### config.mk
export PLATFORM = sky130hd
export DESIGN_NAME = shift_operand_unit
export DESIGN_NICKNAME = d
export VERILOG_FILES = /design/src/rtl/shift_operand_pkg.sv /design/src/rtl/shift_rotator.sv /design/src/rtl/shift_core.sv /design/src/rtl/operand_source.sv /design/src/rtl/shift_operand_unit.sv
export SDC_FILE = /design/constraint.sdc
export NUM_CORES = 1
export LEC_CHECK = 0
export ABC_AREA = 1
export BUFFER_PORTS_ARGS = -buffer_cell sky130_fd_sc_hd__buf_2
export CAP_MARGIN = 20
export CORE_MARGIN = 5
export CORE_UTILIZATION = 40
export DETAILED_ROUTE_END_ITERATION = 8
export PLACE_DENSITY_LB_ADDON = 0.2
export SLEW_MARGIN = 20
export SYNTH_ARGS = -nofsm -noshare
export SYNTH_HDL_FRONTEND = slang
export SYNTH_SLANG_ARGS = --single-unit
### constraint.sdc
create_clock -name vclk -period 4.1
set_clock_uncertainty 0.2 [all_clocks]
set_input_delay 0.82 -clock vclk [all_inputs]
set_output_delay 0.82 -clock vclk [all_outputs]
set_load 0.1 [all_outputs]
### src/rtl/shift_operand_pkg.sv
package shift_operand_pkg;

    typedef enum logic [2:0] {
        SK_LSL = 3'd0,
        SK_LSR = 3'd1,
        SK_ASR = 3'd2,
        SK_ROR = 3'd3,
        SK_RRX = 3'd4
    } shift_kind_e;

    typedef enum logic [1:0] {
        SRC_IMM     = 2'd0,
        SRC_REG_IMM = 2'd1,
        SRC_REG_REG = 2'd2,
        SRC_UNUSED  = 2'd3
    } src_sel_e;

endpackage

### src/rtl/shift_rotator.sv
module shift_rotator #(
    parameter int DATA_W = 32,
    parameter int LOG_W  = $clog2(DATA_W)
) (
    input  logic [DATA_W-1:0] data_in,
    input  logic [LOG_W-1:0]  rot_amt,
    output logic [DATA_W-1:0] data_out
);
    logic [DATA_W-1:0] stage [0:LOG_W];

    assign stage[0] = data_in;

    for (genvar s = 0; s < LOG_W; s++) begin : g_stage
        localparam int SH = 1 << s;
        assign stage[s+1] = rot_amt[s]
            ? {stage[s][SH-1:0], stage[s][DATA_W-1:SH]}
            : stage[s];
    end

    assign data_out = stage[LOG_W];
endmodule

### src/rtl/shift_core.sv
module shift_core
    import shift_operand_pkg::*;
#(
    parameter int DATA_W = 32,
    parameter int AMT_W  = 8
) (
    input  logic [2:0]        kind,
    input  logic [DATA_W-1:0] src,
    input  logic [AMT_W-1:0]  amount,
    input  logic              cin,
    output logic [DATA_W-1:0] result,
    output logic              cout
);
    localparam int LOG_W = $clog2(DATA_W);
    localparam logic [AMT_W-1:0] FULL_AMT = AMT_W'(DATA_W);

    logic [DATA_W:0]         lsl_ext;
    logic [DATA_W:0]         lsr_ext;
    logic signed [DATA_W:0]  asr_ext;
    logic [AMT_W-1:0]        asr_amt;
    logic [DATA_W-1:0]       ror_val;
    logic                    amt_zero;
    logic                    amt_far;

    assign amt_zero = (amount == '0);
    assign amt_far  = (amount > FULL_AMT);
    assign asr_amt  = amt_far ? FULL_AMT : amount;

    assign lsl_ext = {1'b0, src} << amount;
    assign lsr_ext = {src, 1'b0} >> amount;
    assign asr_ext = $signed({src, 1'b0}) >>> asr_amt;

    shift_rotator #(.DATA_W(DATA_W), .LOG_W(LOG_W)) u_rot (
        .data_in  (src),
        .rot_amt  (amount[LOG_W-1:0]),
        .data_out (ror_val)
    );

    always_comb begin
        result = '0;
        cout   = cin;
        unique case (kind)
            SK_LSL: begin
                if (amt_zero) begin
                    result = src;
                end else if (amt_far) begin
                    result = '0;
                    cout   = 1'b0;
                end else begin
                    result = lsl_ext[DATA_W-1:0];
                    cout   = lsl_ext[DATA_W];
                end
            end
            SK_LSR: begin
                if (amt_zero) begin
                    result = src;
                end else if (amt_far) begin
                    result = '0;
                    cout   = 1'b0;
                end else begin
                    result = lsr_ext[DATA_W:1];
                    cout   = lsr_ext[0];
                end
            end
            SK_ASR: begin
                if (amt_zero) begin
                    result = src;
                end else begin
                    result = asr_ext[DATA_W:1];
                    cout   = asr_ext[0];
                end
            end
            SK_ROR: begin
                if (amt_zero) begin
                    result = src;
                end else begin
                    result = ror_val;
                    cout   = ror_val[DATA_W-1];
                end
            end
            SK_RRX: begin
                result = {cin, src[DATA_W-1:1]};
                cout   = src[0];
            end
            default: begin
                result = '0;
                cout   = cin;
            end
        endcase
    end
endmodule

### src/rtl/operand_source.sv
module operand_source
    import shift_operand_pkg::*;
#(
    parameter int DATA_W      = 32,
    parameter int AMT_W       = 8,
    parameter int IMM_AMT_W   = 5,
    parameter int IDX_W       = 4,
    parameter int PC_INDEX    = 15,
    parameter int WIDE_BYTES  = 4,
    parameter int NARROW_BYTES = 2
) (
    input  logic [1:0]        src_sel,
    input  logic [IMM_AMT_W-1:0] imm_amount,
    input  logic [IDX_W-1:0]  reg_index,
    input  logic [DATA_W-1:0] reg_value,
    input  logic [DATA_W-1:0] amt_reg_value,
    input  logic              narrow_state,
    output logic [DATA_W-1:0] shift_src,
    output logic [AMT_W-1:0]  shift_amt
);
    localparam logic [DATA_W-1:0] WIDE_OFS   = DATA_W'(2 * WIDE_BYTES);
    localparam logic [DATA_W-1:0] NARROW_OFS = DATA_W'(2 * NARROW_BYTES);
    localparam logic [IDX_W-1:0]  PC_IDX     = IDX_W'(PC_INDEX);

    logic amt_hi_unused;
    assign amt_hi_unused = ^amt_reg_value[DATA_W-1:AMT_W];

    always_comb begin
        if (reg_index == PC_IDX) begin
            shift_src = reg_value + (narrow_state ? NARROW_OFS : WIDE_OFS);
        end else begin
            shift_src = reg_value;
        end
    end

    always_comb begin
        if (src_sel == SRC_REG_IMM) begin
            shift_amt = AMT_W'(imm_amount);
        end else begin
            shift_amt = amt_reg_value[AMT_W-1:0];
        end
    end
endmodule

### src/rtl/shift_operand_unit.sv
module shift_operand_unit
    import shift_operand_pkg::*;
#(
    parameter int DATA_W    = 32,
    parameter int AMT_W     = 8,
    parameter int IMM_AMT_W = 5,
    parameter int IDX_W     = 4
) (
    input  logic [1:0]           src_sel,
    input  logic [DATA_W-1:0]    imm_word,
    input  logic [2:0]           shift_kind,
    input  logic [IMM_AMT_W-1:0] imm_amount,
    input  logic [IDX_W-1:0]     reg_index,
    input  logic [DATA_W-1:0]    reg_value,
    input  logic [DATA_W-1:0]    amt_reg_value,
    input  logic                 narrow_state,
    input  logic                 carry_in,
    output logic [DATA_W-1:0]    operand_out,
    output logic                 carry_out
);
    logic [DATA_W-1:0] shift_src;
    logic [AMT_W-1:0]  shift_amt;
    logic [DATA_W-1:0] shift_res;
    logic              shift_cout;

    operand_source #(
        .DATA_W(DATA_W), .AMT_W(AMT_W), .IMM_AMT_W(IMM_AMT_W), .IDX_W(IDX_W)
    ) u_src (
        .src_sel       (src_sel),
        .imm_amount    (imm_amount),
        .reg_index     (reg_index),
        .reg_value     (reg_value),
        .amt_reg_value (amt_reg_value),
        .narrow_state  (narrow_state),
        .shift_src     (shift_src),
        .shift_amt     (shift_amt)
    );

    shift_core #(.DATA_W(DATA_W), .AMT_W(AMT_W)) u_core (
        .kind   (shift_kind),
        .src    (shift_src),
        .amount (shift_amt),
        .cin    (carry_in),
        .result (shift_res),
        .cout   (shift_cout)
    );

    always_comb begin
        unique case (src_sel)
            SRC_IMM: begin
                operand_out = imm_word;
                carry_out   = carry_in;
            end
            SRC_REG_IMM, SRC_REG_REG: begin
                operand_out = shift_res;
                carry_out   = shift_cout;
            end
            default: begin
                operand_out = '1;
                carry_out   = carry_in;
            end
        endcase
    end
endmodule

==> impl_metrics.env <==
export IMPL_status="complete, but fails checks"
export IMPL_ir_drop_mv=0.192
export IMPL_start_util=0.404
export IMPL_die_area_mm2=0.0259
export IMPL_track_usage=0.436
export IMPL_tightest_slew_ns=1.13
export IMPL_layout_drive_gt1_share=0.351
export IMPL_setup_violations=33
export IMPL_rsz0062_at_grt="true"
export IMPL_failed_checks="setup timing"
export IMPL_wl_per_cell_um=22.6
export IMPL_seqCellArea_um2=0
export IMPL_p_per_area_mw_per_mm2=185
export IMPL_syn_to_final_growth_pct=60.6
export IMPL_setup_ws_ns=-0.927
export IMPL_dp_hpwl_um=48600
export IMPL_gp_congestion=1.11
export IMPL_num_vias=16700
export IMPL_pin_count=145
export IMPL_synth_top_area_cell="nand2_1"
export IMPL_final_core_util=0.649
export IMPL_clockBufferCount=0
export IMPL_synth_most_common_cell="nand2_1"
export IMPL_p_leak_nw=7.33
export IMPL_crit_type="input port to output port"
export IMPL_synthDistinctLibCells=44
export IMPL_post_drt_via_cell_ratio=6.21
export IMPL_rows=55
export IMPL_final_max_slew_viol_count=0
export IMPL_seq_area_frac_synth=0
export IMPL_path_max_fanout=5
export IMPL_place_port_buffers=121
export IMPL_final_nets=2515
export IMPL_antenna_found_initial=2
export IMPL_period_share=1.23
export IMPL_grt_max_degree=70
export IMPL_yosys_area_top_type_share=0.324
export IMPL_drt_pass1_iterations=8
export IMPL_max_clock_freq_mhz=199
export IMPL_grt_pass1_vias=15400
export IMPL_core_area_mm2=0.0225
export IMPL_drc=0
export IMPL_avgSynthCellArea_um2=4.54
export IMPL_grt_pass1_wl_um=88500
export IMPL_crit_path_start="narrow_state"
export IMPL_die_w_um=161
export IMPL_drt_wl_total_um=60600
export IMPL_hold_start="imm_word[30]"
export IMPL_synth_cells=2003
export IMPL_die_y_um=161
export IMPL_cts_hold_buffers=0
export IMPL_maxCapViolCount=0
export IMPL_arrival_ns=4.01
export IMPL_drt_initial_drc_count=2825
export IMPL_synth_area_mm2=0.00910
export IMPL_nFlopsAndLatches=0
export IMPL_synth_commonest_cells="nand2_1, nand3_1, inv_1"
export IMPL_synth_fp_nets=2121
export IMPL_fin_crit_ns=5.03
export IMPL_ant_nets=0
export IMPL_min_path_type="input port to output port"
export IMPL_endpoint_kind="output port"
export IMPL_final_hold_violation_count=0
export IMPL_startpoint_type="input port"
export IMPL_required_ns=3.08
export IMPL_relSlewSlack=0.244
export IMPL_synth_area_top_cells="nand2_1, nand3_1, inv_1"
export IMPL_overflow=0
export IMPL_yosys_warnings=0
export IMPL_fin_setup_tns_ns=-24.17
[worst paths after layout]
kind	endpoint	slack [ns]	cells after the start
setup / recovery	operand_out[4]	-0.93	21
hold / removal	operand_out[30]	1.85	4
[area by class of cell]
type | instances | area, um^2
multi-input combinational | 1746 | 9380
fill | 2174 | 7890
tap | 285 | 357
inverter | 135 | 522
timing repair buffer | 514 | 4350
antenna | 1 | 2.50
[metal layers]
layer  up-vias  GRT usage  part of all wire
met5         -          0           0.00030
met4         2      0.236             0.075
met3       314      0.107              0.13
li1       7495          -                 -
met1      7602      0.551              0.36
met2      1242      0.683              0.43
[cells by family (layout without fill, tap and decap cells)]
kind of cell	count (synthesis)	count (layout)	share of synthesized area
adder cells (fa/ha/maj)	6	6	0.00907
AND/OR/NAND/NOR	1545	1545	0.754
AO/OA/AOI/OAI	192	192	0.115
multiplexers	2	2	0.00220
buffers and inverters	257	649	0.119
other	0	1	0
XOR/XNOR	1	1	0.000963
[through the flow]
stage | worst slack, ns | std cells | instance area [um^2] | total power (W) | hold slack (ns)
after floorplan | -0.184 | 2003 | 9410 | 0.00138 | 1.76
after global placement | -0.875 | 2666 | 13400 | 0.00241 | 1.84
after detailed placement | -1.04 | 2666 | 13400 | 0.00243 | 1.85
after CTS | -0.648 | 2672 | 14000 | 0.00251 | 1.85
after global routing | -1.09 | 2681 | 14600 | 0.00283 | 1.87
final | -0.927 | 2681 | 14600 | 0.00270 | 1.85
[worst max-delay path: stages]
cell and delay [ns]:
buf_8 0.08, ha_4 0.13, inv_2 0.03, fa_2 0.37
nor2_4 0.12, buf_12 0.14, nand3_4 0.16, o21ai_2 0.25
nand2_4 0.12, buf_4 0.16, nand2_1 0.10, nand3_2 0.11
nand2_1 0.07, nand2_1 0.06, nand3_1 0.09, nand3_1 0.37
nand3_1 0.24, nand4_1 0.19, nand2_1 0.15, nand2_4 0.06
buf_12 0.17
[power by group]
part	internal, W	leakage [nW]	total (W)	switching, W
Combinational	0.000957	7.33	0.00270	0.00174
Sequential	0	0	0	0
Clock	0.0000000000505	0.00000899	0.0000000000505	0
Total	0.000957	7.33	0.00270	0.00174
[cells in the final DEF (no fill, tap or decap), types with 3 or more instances in the layout]
cell | synthesis | routed
nand2_1 | 785 | 651
nand3_1 | 558 | 485
buf_4 | 9 | 367
inv_1 | 125 | 118
nand2_2 | 14 | 97
buf_2 | 28 | 86
nor2_1 | 97 | 81
nand3_2 | 4 | 67
a21oi_1 | 77 | 63
nand2_4 | 6 | 56
buf_12 | 0 | 54
nand4_1 | 45 | 45
o21ai_0 | 67 | 36
o21ai_1 | 19 | 25
o21ai_2 | 2 | 24
nor2_4 | 6 | 17
o211ai_1 | 15 | 15
a21oi_2 | 0 | 12
nand3b_1 | 11 | 11
inv_2 | 5 | 10
nand3_4 | 0 | 10
nor2_2 | 5 | 10
buf_6 | 5 | 6
nor3_1 | 7 | 5
a21oi_4 | 1 | 3
inv_4 | 1 | 3
o21ai_4 | 0 | 3
or2_2 | 3 | 3
a31oi_1 | 3 | 3
ha_1 | 5 | 3
[timing repair]
item,CTS,global route
endpoints found under the setup margin,33,33
setup buffers,6,8
endpoints found under the hold margin,0,0
gates cloned,0,0
pin swaps,51,51
gates resized for setup,166,138
No activity file was read; power rests on OpenSTA's default activity.
